$ cat src/rtl/alu8_pkg.sv
// Package alu8_pkg: shared operation codes and status-byte layout.
// Assumes an 8-bit datapath; the flag bit positions are fixed by the layout.
package alu8_pkg;
    localparam int DATA_W = 8;
    localparam int OP_W   = 3;

    typedef enum logic [OP_W-1:0] {
        OP_ADD = 3'd0,
        OP_ADC = 3'd1,
        OP_SUB = 3'd2,
        OP_SBB = 3'd3,
        OP_AND = 3'd4,
        OP_OR  = 3'd5,
        OP_XOR = 3'd6,
        OP_CMP = 3'd7
    } alu_op_e;

    localparam int FB_CY = 0;
    localparam int FB_P  = 2;
    localparam int FB_AC = 4;
    localparam int FB_Z  = 6;
    localparam int FB_S  = 7;

    // Bits held at constant values, and the constant they hold.
    localparam logic [DATA_W-1:0] FIX_MASK = 8'b0010_1010;
    localparam logic [DATA_W-1:0] FIX_VAL  = 8'b0000_0010;
endpackage

$ cat src/rtl/alu8_arith.sv
// Module alu8_arith: adder/subtractor with a full-width carry and a half-width carry.
// Assumes WIDTH is even. When is_sub is high, the carries are borrows (1 = underflow).
module alu8_arith #(
    parameter int WIDTH = 8
) (
    input  logic [WIDTH-1:0] a,
    input  logic [WIDTH-1:0] b,
    input  logic             cin,
    input  logic             is_sub,
    output logic [WIDTH-1:0] res,
    output logic             cout,
    output logic             half
);
    localparam int HALF = WIDTH / 2;

    logic [WIDTH:0] full_sum;
    logic [HALF:0]  low_sum;

    // Purpose: extended-width sum or difference so the top bit is the carry or borrow.
    always_comb begin
        if (is_sub) begin
            full_sum = {1'b0, a} - {1'b0, b} - {{WIDTH{1'b0}}, cin};
            low_sum  = {1'b0, a[HALF-1:0]} - {1'b0, b[HALF-1:0]} - {{HALF{1'b0}}, cin};
        end else begin
            full_sum = {1'b0, a} + {1'b0, b} + {{WIDTH{1'b0}}, cin};
            low_sum  = {1'b0, a[HALF-1:0]} + {1'b0, b[HALF-1:0]} + {{HALF{1'b0}}, cin};
        end
    end

    assign res  = full_sum[WIDTH-1:0];
    assign cout = full_sum[WIDTH];
    assign half = low_sum[HALF];
endmodule

$ cat src/rtl/alu8_logic.sv
// Module alu8_logic: bitwise AND / OR / XOR selected by a 2-bit code.
// Assumes sel 0 = AND, 1 = OR, 2 = XOR. Code 3 is unused and returns zero.
module alu8_logic #(
    parameter int WIDTH = 8
) (
    input  logic [WIDTH-1:0] a,
    input  logic [WIDTH-1:0] b,
    input  logic [1:0]       sel,
    output logic [WIDTH-1:0] res
);
    // Purpose: pick the bitwise function.
    always_comb begin
        unique case (sel)
            2'd0:    res = a & b;
            2'd1:    res = a | b;
            2'd2:    res = a ^ b;
            default: res = '0;
        endcase
    end
endmodule

$ cat src/rtl/alu8_flagreg.sv
// Module alu8_flagreg: status byte storage with update and full-load paths.
// Assumes a synchronous active-low reset. A load wins over an update, and the
// fixed bits are forced on every write.
module alu8_flagreg
    import alu8_pkg::*;
(
    input  logic              clk,
    input  logic              rst_n,
    input  logic              upd_en,
    input  logic [DATA_W-1:0] upd_val,
    input  logic              ld_en,
    input  logic [DATA_W-1:0] ld_val,
    output logic [DATA_W-1:0] q
);
    logic [DATA_W-1:0] nxt;

    // Purpose: choose the next value by priority (load, then update, then hold).
    always_comb begin
        if (ld_en)       nxt = ld_val;
        else if (upd_en) nxt = upd_val;
        else             nxt = q;
    end

    // Purpose: register the status byte with the fixed bits forced.
    always_ff @(posedge clk) begin
        if (!rst_n) q <= FIX_VAL;
        else        q <= (nxt & ~FIX_MASK) | FIX_VAL;
    end
endmodule

$ cat src/rtl/alu8_flags.sv
// Module alu8_flags: top of the 8-bit ALU with its registered status byte.
// Assumes op_code is always a defined value. The result is combinational;
// the flags update on the edge after op_valid or flag_wr.
module alu8_flags
    import alu8_pkg::*;
(
    input  logic              clk,
    input  logic              rst_n,
    input  logic              op_valid,
    input  logic [OP_W-1:0]   op_code,
    input  logic [DATA_W-1:0] opnd_a,
    input  logic [DATA_W-1:0] opnd_b,
    input  logic              flag_wr,
    input  logic [DATA_W-1:0] flag_wdata,
    output logic [DATA_W-1:0] result,
    output logic              res_wr,
    output logic [DATA_W-1:0] flags
);
    alu_op_e           op;
    logic              is_logic;
    logic              is_sub;
    logic              use_cin;
    logic [DATA_W-1:0] arith_res;
    logic [DATA_W-1:0] logic_res;
    logic              arith_cy;
    logic              arith_ac;
    logic              cy_new;
    logic              ac_new;
    logic [DATA_W-1:0] flag_new;

    assign op       = alu_op_e'(op_code);
    assign is_logic = (op == OP_AND) || (op == OP_OR) || (op == OP_XOR);
    assign is_sub   = (op == OP_SUB) || (op == OP_SBB) || (op == OP_CMP);
    assign use_cin  = (op == OP_ADC) || (op == OP_SBB);

    alu8_arith #(.WIDTH(DATA_W)) i_arith (
        .a      (opnd_a),
        .b      (opnd_b),
        .cin    (use_cin & flags[FB_CY]),
        .is_sub (is_sub),
        .res    (arith_res),
        .cout   (arith_cy),
        .half   (arith_ac)
    );

    alu8_logic #(.WIDTH(DATA_W)) i_logic (
        .a   (opnd_a),
        .b   (opnd_b),
        .sel (op_code[1:0]),
        .res (logic_res)
    );

    // Purpose: select the result and the carry-type flags for the operation class.
    always_comb begin
        if (is_logic) begin
            result = logic_res;
            cy_new = 1'b0;
            ac_new = (op == OP_AND);
        end else begin
            result = arith_res;
            cy_new = arith_cy;
            ac_new = arith_ac;
        end
    end

    // Purpose: assemble the candidate status byte from the result.
    always_comb begin
        flag_new        = FIX_VAL;
        flag_new[FB_CY] = cy_new;
        flag_new[FB_AC] = ac_new;
        flag_new[FB_P]  = ~^result;
        flag_new[FB_Z]  = (result == '0);
        flag_new[FB_S]  = result[DATA_W-1];
    end

    assign res_wr = op_valid && (op != OP_CMP);

    alu8_flagreg i_flagreg (
        .clk     (clk),
        .rst_n   (rst_n),
        .upd_en  (op_valid),
        .upd_val (flag_new),
        .ld_en   (flag_wr),
        .ld_val  (flag_wdata),
        .q       (flags)
    );
endmodule

$ cat config.mk
export PLATFORM = sky130hd
export DESIGN_NAME = alu8_flags
export DESIGN_NICKNAME = d
export VERILOG_FILES = /design/src/rtl/alu8_pkg.sv /design/src/rtl/alu8_arith.sv /design/src/rtl/alu8_logic.sv /design/src/rtl/alu8_flagreg.sv /design/src/rtl/alu8_flags.sv
export SDC_FILE = /design/constraint.sdc
export NUM_CORES = 1
export LEC_CHECK = 0
export BUFFER_PORTS_ARGS = -buffer_cell sky130_fd_sc_hd__buf_2
export CAP_MARGIN = 25
export CORE_ASPECT_RATIO = 0.9
export CORE_MARGIN = 1.5
export CORE_UTILIZATION = 50
export DETAILED_ROUTE_END_ITERATION = 10
export PLACE_DENSITY = 0.75
export SLEW_MARGIN = 15
export SYNTH_ARGS = -nofsm -noshare
export SYNTH_HDL_FRONTEND = slang
export SYNTH_HIERARCHICAL = 1
export SYNTH_SLANG_ARGS = --single-unit
$ cat constraint.sdc
create_clock -name clk -period 4.5 [get_ports clk]
set_input_delay 0.9 -clock clk [delete_from_list [all_inputs] [get_ports clk]]
set_output_delay 0.9 -clock clk [all_outputs]
set_load 0.03 [all_outputs]
==> flow_summary.toml <==
[clock_tree]
cts_resized = 0
cts_tree = "built"
clk_latency_ns = 0.22
htreeDepth = 1
clock_sinks = 5
root_buffer = "clkbuf_8"
cts.path.max_buffers = 2
cts_setup_buffers = 0
numCtsBuffers = 3
clkSlewWorstSetupHoldPaths_ns = 0.04
cts_hold_buf = 0

[timing]
final.period_utilization_pct = 96.1
setup_ws_ns = 0.176
slew_viol_final = 0
rsz0062_at_grt = "no"
setup_viol_count_final = 0
fmax_ghz = 0.231
min_period_ns = 4.32
worstMarginPinSlew_ns = 0.574
final_hold_viol_count = 0
maxSlewHeadroom_pct = 61.3
clock-skew-final_ns = 0.00148
tns_ns = 0

[pwr]
p_seq_share_pct = 10.0
p_int_uw = 281
switching_share_pct = 46.3
pwr-share-comb_pct = 74.0
power-per-cell-area_nw_per_um2 = 229
pwr-share-clk_pct = 16.0
leakage_uw = 0.00126
vdd.ir_drop.worst_mv = 0.125
power_switching_uw = 242
power_uw = 524

[final_layout]
largest_register_ff_count = 5
n_antenna_cell = 0
top_regs = "i_flagreg/q: 5 flops"
fillers = 362
area_growth_syn_to_layout_pct = 11.6
final-seq-area_um2 = 100
nets = 353
top_register = "i_flagreg/q"
layout-drive-gt1-share_pct = 26.8
multiInputGateArea_um2 = 1680

[floorplanning]
die_h_um = 63.7
io_pins = 48
rows = 21
initial_utilization_pct = 53.7
fp.coreArea_um2 = 3810
die-width_um = 70.4
dieArea_um2 = 4480

[placement]
post-place-ws_ns = 0.118
place.port_buffers = 41
routabilityCongestion = 0.884
hpwl_mm = 3.54

[flow_run]
maxCapViolCount = 0

[grt]
grt_pass1_wl_mm = 7.41
grt_pass1_vias = 1654
grt_max_degree = 19
grt_antenna_before_repair = 0
overflow = 0
track_usage_pct = 20.3

[worst_setup_path]
crit_type = "primary input to output pin"
crit_required_ns = 3.60
setup.worst_path.start_class = "primary input"
crit_fanout = 4
reg2reg_from = "i_flagreg/q[0]"
regToRegEndpoint = "i_flagreg/q[2]"
cp_data_arrival_time_ns = 3.42
end_kind = "output pin"
rr_worst_depth = 15
r2r_slack_ns = 0.88

[drt]
viasPerCell = 5.36
first_pass_iters = 4
vias = 1725
routedWlPerCell_um = 13.5
initialDrtViolationCount = 69
wirelength_mm = 4.34
drc_errors = 0
ant_nets = 0

[worst_hold_path]
hold-path-endpoint = "i_flagreg/q[4]"
hold_class = "register to register"
worstHoldPathCells = 2
min_from = "i_flagreg/q[4]"

[yosys]
synth_warnings = 6
synthesis.area_um2 = 2050
syn_inst = 239
avgSynthCellArea_um2 = 8.56

[outcome]
status = "finished clean"
[worst max-delay path, stage by stage]
cell	delay, ns
buf_2	0.12
and3b_1	0.27
inv_1	0.07
fa_1	0.41
nor3b_1	0.27
a211oi_2	0.10
o41ai_2	0.22
mux2_1	0.34
a211o_1	0.25
mux2_2	0.29
buf_2	0.18
[power by group through the flow]
stage	clock (µW)	combinational, µW	sequential, µW
5_1_grt	90.6	427	53.2
3_3_place_gp	0	374	52.6
4_1_cts	85.7	387	52.2
6_report	83.9	387	52.5
3_5_place_dp	0	385	52.8
2_1_floorplan	0	294	63.2
[stage by stage]
| stage | hold WS [ns] | cells | utilization [%] | area (µm²) |
|---|---|---|---|---|
| 6_report | 0.578 | 322 | 59.9 | 2280 |
| 5_1_grt | 0.623 | 322 | 59.9 | 2280 |
| 4_1_cts | 0.577 | 322 | 59.7 | 2280 |
| 3_5_place_dp | 0.571 | 318 | 58.6 | 2230 |
| 3_3_place_gp | 0.566 | 318 | 58.6 | 2230 |
| 2_1_floorplan | 0.801 | 240 | - | 2050 |
[cell usage in the layout, fill, tap and decap left out, types with 2 or more instances in the layout]
cell and count:
a211o_1 2, a21oi_1 12, and2_1 2, buf_2 41, buf_4 3, clkbuf_8 3, conb_1 3, dfxtp_1 5
fa_1 4, ha_1 41, inv_1 42, inv_2 3, mux2_1 6, mux2_2 9, mux2i_1 20, nand2_1 7
nand2b_1 5, nor2_1 4, nor2b_1 4, nor3_1 3, o211a_1 5, o21ai_0 4, o21ai_1 2, o22ai_2 8
o41ai_1 2, or3_1 2, xnor2_1 14
[how the worst max path moves through the flow]
stage,start,to,slack [ns],depth (start not counted)
2_1_floorplan,op_code[2],result[7],0.48,10
3_3_place_gp,op_code[2],result[7],0.13,11
3_5_place_dp,op_code[2],result[7],0.12,11
4_1_cts,op_code[2],result[7],0.10,11
5_1_grt,op_code[2],result[7],0.06,11
6_report,op_code[2],result[7],0.18,11
[final cells by class]
type / count / share of cell area (%)
Multi-Input combinational cell: 178 / 73.8
Timing Repair Buffer: 44 / 9.97
Inverter: 45 / 7.40
Sequential cell: 5 / 4.38
Tap cell: 46 / 2.52
Clock buffer: 4 / 1.97
[layer usage]
layer  global-route usage, %  vias to the layer above  routed length [µm]
li1                        -                      884                   -
met1                    26.5                      801                2120
met2                    36.2                       38                2080
met3                    2.88                        2                 111
met4                    2.88                        0                  21
met5                       0                        -                   0
Note: power is estimated with default switching activity, not from simulation.
